--- src/rtl/pinirq_pkg.sv ---
package pinirq_pkg;

    localparam int MAX_CH = 32;
    localparam int WORD_W = 32;

    typedef logic [WORD_W-1:0] word_t;

    // byte offsets that software relies on
    localparam logic [31:0] OFS_MODE  = 32'h000;
    localparam logic [31:0] OFS_SET_R = 32'h008;
    localparam logic [31:0] OFS_CLR_R = 32'h00C;
    localparam logic [31:0] OFS_SET_F = 32'h014;
    localparam logic [31:0] OFS_CLR_F = 32'h018;
    localparam logic [31:0] OFS_STAT  = 32'h024;

    typedef enum logic [2:0] {
        SEL_NONE,
        SEL_MODE,
        SEL_SET_R,
        SEL_CLR_R,
        SEL_SET_F,
        SEL_CLR_F,
        SEL_STAT
    } reg_sel_e;

    typedef struct packed {
        logic     we;
        reg_sel_e sel;
        word_t    data;
    } bus_req_t;

    function automatic reg_sel_e decode_addr(input logic [31:0] a);
        reg_sel_e s;
        case (a)
            OFS_MODE:  s = SEL_MODE;
            OFS_SET_R: s = SEL_SET_R;
            OFS_CLR_R: s = SEL_CLR_R;
            OFS_SET_F: s = SEL_SET_F;
            OFS_CLR_F: s = SEL_CLR_F;
            OFS_STAT:  s = SEL_STAT;
            default:   s = SEL_NONE;
        endcase
        return s;
    endfunction

endpackage

--- src/rtl/pinirq_sync.sv ---
module pinirq_sync #(
    parameter int NCH = 32
) (
    input  logic           clk,
    input  logic           rst,
    input  logic [NCH-1:0] pin_i,
    output logic [NCH-1:0] lvl_o,
    output logic [NCH-1:0] rise_o,
    output logic [NCH-1:0] fall_o
);
    logic [NCH-1:0] meta_q;
    logic [NCH-1:0] sync_q;
    logic [NCH-1:0] prev_q;

    always_ff @(posedge clk) begin
        if (rst) begin
            meta_q <= '0;
            sync_q <= '0;
            prev_q <= '0;
        end else begin
            meta_q <= pin_i;
            sync_q <= meta_q;
            prev_q <= sync_q;
        end
    end

    assign lvl_o  = sync_q;
    assign rise_o = sync_q & ~prev_q;
    assign fall_o = ~sync_q & prev_q;
endmodule

--- src/rtl/pinirq_cfg.sv ---
module pinirq_cfg
    import pinirq_pkg::*;
#(
    parameter int NCH = 32
) (
    input  logic           clk,
    input  logic           rst,
    input  bus_req_t       req,
    output logic [NCH-1:0] mode_o,
    output logic [NCH-1:0] en_r_o,
    output logic [NCH-1:0] en_f_o
);
    logic [NCH-1:0] wd;
    assign wd = req.data[NCH-1:0];

    always_ff @(posedge clk) begin
        if (rst) begin
            mode_o <= '0;
            en_r_o <= '0;
            en_f_o <= '0;
        end else if (req.we) begin
            case (req.sel)
                SEL_MODE:  mode_o <= wd;
                SEL_SET_R: en_r_o <= en_r_o | wd;
                SEL_CLR_R: en_r_o <= en_r_o & ~wd;
                SEL_SET_F: en_f_o <= en_f_o | wd;
                SEL_CLR_F: en_f_o <= en_f_o & ~wd;
                default: ;
            endcase
        end
    end
endmodule

--- src/rtl/pinirq_detect.sv ---
module pinirq_detect #(
    parameter int NCH = 32
) (
    input  logic           clk,
    input  logic           rst,
    input  logic [NCH-1:0] mode,
    input  logic [NCH-1:0] en_r,
    input  logic [NCH-1:0] en_f,
    input  logic [NCH-1:0] lvl,
    input  logic [NCH-1:0] rise,
    input  logic [NCH-1:0] fall,
    input  logic [NCH-1:0] clr,
    output logic [NCH-1:0] hit_o,
    output logic [NCH-1:0] st_o,
    output logic [NCH-1:0] irq_o
);
    for (genvar i = 0; i < NCH; i++) begin : g_ch
        logic level_on;

        assign hit_o[i] = ~mode[i] & ((en_r[i] & rise[i]) | (en_f[i] & fall[i]));

        always_ff @(posedge clk) begin
            if (rst || mode[i]) st_o[i] <= 1'b0;
            else                st_o[i] <= hit_o[i] | (st_o[i] & ~clr[i]);
        end

        assign level_on = en_r[i] & (en_f[i] ? lvl[i] : ~lvl[i]);
        assign irq_o[i] = mode[i] ? level_on : st_o[i];
    end
endmodule

--- src/rtl/pinirq_ctrl.sv ---
module pinirq_ctrl
    import pinirq_pkg::*;
#(
    parameter int NCH = 32,
    parameter int AW  = 12
) (
    input  logic           clk,
    input  logic           rst,
    input  logic           bus_we,
    input  logic [AW-1:0]  bus_addr,
    input  logic [31:0]    bus_wdata,
    output logic [31:0]    bus_rdata,
    input  logic [NCH-1:0] pins,
    output logic [NCH-1:0] irq
);
    bus_req_t       req;
    logic [NCH-1:0] mode_q, en_r_q, en_f_q;
    logic [NCH-1:0] lvl_s, rise_s, fall_s;
    logic [NCH-1:0] clr_v, hit_v, st_v;

    assign req.we   = bus_we;
    assign req.sel  = decode_addr(32'(bus_addr));
    assign req.data = bus_wdata;

    assign clr_v = (bus_we && req.sel == SEL_STAT) ? bus_wdata[NCH-1:0] : '0;

    pinirq_sync #(.NCH(NCH)) u_sync (
        .clk(clk), .rst(rst), .pin_i(pins),
        .lvl_o(lvl_s), .rise_o(rise_s), .fall_o(fall_s)
    );

    pinirq_cfg #(.NCH(NCH)) u_cfg (
        .clk(clk), .rst(rst), .req(req),
        .mode_o(mode_q), .en_r_o(en_r_q), .en_f_o(en_f_q)
    );

    pinirq_detect #(.NCH(NCH)) u_det (
        .clk(clk), .rst(rst), .mode(mode_q), .en_r(en_r_q), .en_f(en_f_q),
        .lvl(lvl_s), .rise(rise_s), .fall(fall_s), .clr(clr_v),
        .hit_o(hit_v), .st_o(st_v), .irq_o(irq)
    );

    always_comb begin
        bus_rdata = '0;
        case (req.sel)
            SEL_MODE:  bus_rdata[NCH-1:0] = mode_q;
            SEL_SET_R: bus_rdata[NCH-1:0] = en_r_q;
            SEL_SET_F: bus_rdata[NCH-1:0] = en_f_q;
            SEL_STAT:  bus_rdata[NCH-1:0] = irq;
            default:   bus_rdata = '0;
        endcase
    end
endmodule

--- config.mk ---
export PLATFORM = sky130hd
export DESIGN_NAME = pinirq_ctrl
export DESIGN_NICKNAME = d
export VERILOG_FILES = /design/src/rtl/pinirq_pkg.sv /design/src/rtl/pinirq_sync.sv /design/src/rtl/pinirq_cfg.sv /design/src/rtl/pinirq_detect.sv /design/src/rtl/pinirq_ctrl.sv
export SDC_FILE = /design/constraint.sdc
export NUM_CORES = 1
export LEC_CHECK = 0
export BUFFER_PORTS_ARGS = -buffer_cell sky130_fd_sc_hd__buf_2
export CORE_MARGIN = 2
export CORE_UTILIZATION = 45
export CTS_BUF_LIST = sky130_fd_sc_hd__clkbuf_16
export DETAILED_ROUTE_END_ITERATION = 12
export PLACE_DENSITY_LB_ADDON = 0.08
export SETUP_SLACK_MARGIN = 0.15
export SLEW_MARGIN = 25
export SYNTH_ARGS = -nofsm -noshare
export SYNTH_HDL_FRONTEND = slang
export SYNTH_HIERARCHICAL = 1
export SYNTH_SLANG_ARGS = --single-unit
export TNS_END_PERCENT = 10
--- constraint.sdc ---
create_clock -name clk -period 6.2 [get_ports clk]
set_clock_uncertainty 0.15 [all_clocks]
set_input_delay 1.24 -clock clk [delete_from_list [all_inputs] [get_ports clk]]
set_output_delay 1.24 -clock clk [all_outputs]
set_load 0.03 [all_outputs]
==> flow_metrics.tcl <==
set metrics [dict create \
    dp_slack_ns 1.60 \
    layout_min_cycle_time_ns 4.38 \
    ios 143 \
    io_buffers 142 \
    power_density_mw_per_mm2 238 \
    sw_frac_of_total_pct 22.7 \
    start_util_pct 46.1 \
    cts_tree "done" \
    totalWireLength_um 26800 \
    clkPwrFrac_pct 45.2 \
    cts-root-buf "clkbuf_16" \
    layout.cells.non_filler 1569 \
    synth_area_per_cell_um2 9.63 \
    arrival_ns 2.99 \
    slew_violations 0 \
    drive_gt1_share_pct 18.3 \
    area_growth_pct 14.5 \
    track_usage_pct 20.4 \
    hp-class "reg2reg" \
    setup_violations 0 \
    grt_start_max_net_pins 109 \
    synthCells 1130 \
    outcome "complete, no violations" \
    die_h_um 160 \
    drc_errors 0 \
    nets 1310 \
    rows 56 \
    gp_congestion 0.761 \
    setup_tns_ns 0 \
    ys_warn_count 6 \
    netSwitchingPower_mw 0.674 \
    vias 8385 \
    p_seq_share_pct 49.8 \
    intPower_mw 2.30 \
    first_pass_iters 5 \
    critPathKind "in2out" \
    synth_area_mm2 0.0109 \
    core_mm2 0.0236 \
    hold_violations 0 \
    drt-initial-drc-count 548 \
    cp.required_ns 4.81 \
    overflow 0 \
    placed_cells 1521 \
    wl_per_cell_um 17.1 \
    clockBufferDepth 3 \
    rsz0062_at_grt "false" \
    finalCoreUtilization_pct 52.8 \
    ctsHoldBuffers 0 \
    cts_made_buffers 25 \
    max_freq_ghz 0.229 \
    p_leak_nw 4.97 \
    p_comb_share_pct 5.1 \
    path_clk_slew_ns 0.06 \
    cts_setup_buffers 0 \
    cp-start-kind "input port" \
    die_area_mm2 0.0254 \
    peakVddDrop_uv 152 \
    clk_latency_ns 0.51 \
    antenna_found_initial 2 \
    fp.dieW_um 160 \
    cts.sinks 224 \
    worstSetupEndpointType "output pin" \
    period_share_pct 70.6 \
    max_slew.worst_pin.slew_ns 0.969 \
    ant_nets 0 \
    power.total_mw 2.97 \
    htreeDepth 1 \
    max_slew_margin_pct 35.4 \
    syn-num-nets 1209 \
    fin_ws_ns 1.82 \
    grt_pass1_wl_um 42800 \
    fillers 2235 \
    vias_per_cell 5.34 \
    crit_fanout 32 \
    dp_hpwl_um 15800 \
    cts-resized-gates 0 \
    maxCapViolCount 0 \
    first_global_vias 7960 \
]
## placed cells by master (no fill, tap or decap), drive strengths merged
cell type	instances
a21boi	1
buf	156
a211oi	33
a22oi	96
dfxtp	224
clkinv	9
nand4bb	1
and2	33
mux2i	96
inv	40
nand2b	161
o22ai	64
clkinvlp	1
bufinv	1
nand2	33
and4bb	1
nor3	1
nor4	3
nand3b	1
clkbuf	25
nand4b	64
or2	2
nor2	4
and4	1
xor2	33
or3	1
a21oi	1
nor2b	162
diode	2
## routing by layer
metal,track usage [%],vias to the layer above,wire (µm)
li1,-,4148,-
met2,32.6,186,12000
met1,29.1,4011,13100
met4,4.83,0,502
met5,0,-,0
met3,3.05,40,1200
## stage by stage
step / hold slack, ns / area, µm²
finish: 0.280 / 12500
global route: 0.298 / 12500
CTS: 0.279 / 12400
detailed placement: 0.270 / 11700
global placement: 0.267 / 11700
floorplan: 0.264 / 10900
## power by group through the flow
| stage | registers [mW] | clock network, mW | logic [mW] |
|---|---|---|---|
| floorplan | 1.51 | 0 | 0.0949 |
| global placement | 1.51 | 0 | 0.148 |
| detailed placement | 1.51 | 0 | 0.150 |
| CTS | 1.48 | 1.38 | 0.150 |
| global route | 1.48 | 1.44 | 0.166 |
| finish | 1.48 | 1.34 | 0.151 |
## cell type report
type	count	area [µm²]	area share [%]
inverters	32	120	0.964
diodes	2	5.00	0.0402
flip-flops and latches	224	4480	36.0
repair buffers	156	862	6.92
clock inverters	19	108	0.864
clock buffers	25	626	5.02
well taps	319	399	3.20
multi-input cells	792	5860	47.0
## critical path: stages
cell     delay [ns]
buf_2          0.11
nor4_4         0.29
nand2_2        0.17
or3_1          0.39
buf_4          0.29
o22ai_1        0.23
buf_2          0.23
## path summary, 6_finish.rpt
kind,endpoint,slack [ns],startpoint,cells after the start
worst max-delay path,bus_rdata[4],1.82,bus_addr[9],7
worst min-delay path,u_sync/lvl_o[22],0.28,u_sync/meta_q[22],1
worst max register to register,u_det/st_o[11],5.12,u_sync/lvl_o[11],3
worst min register to register,u_sync/lvl_o[22],0.28,u_sync/meta_q[22],1
Power figures use the tool's default switching activity.
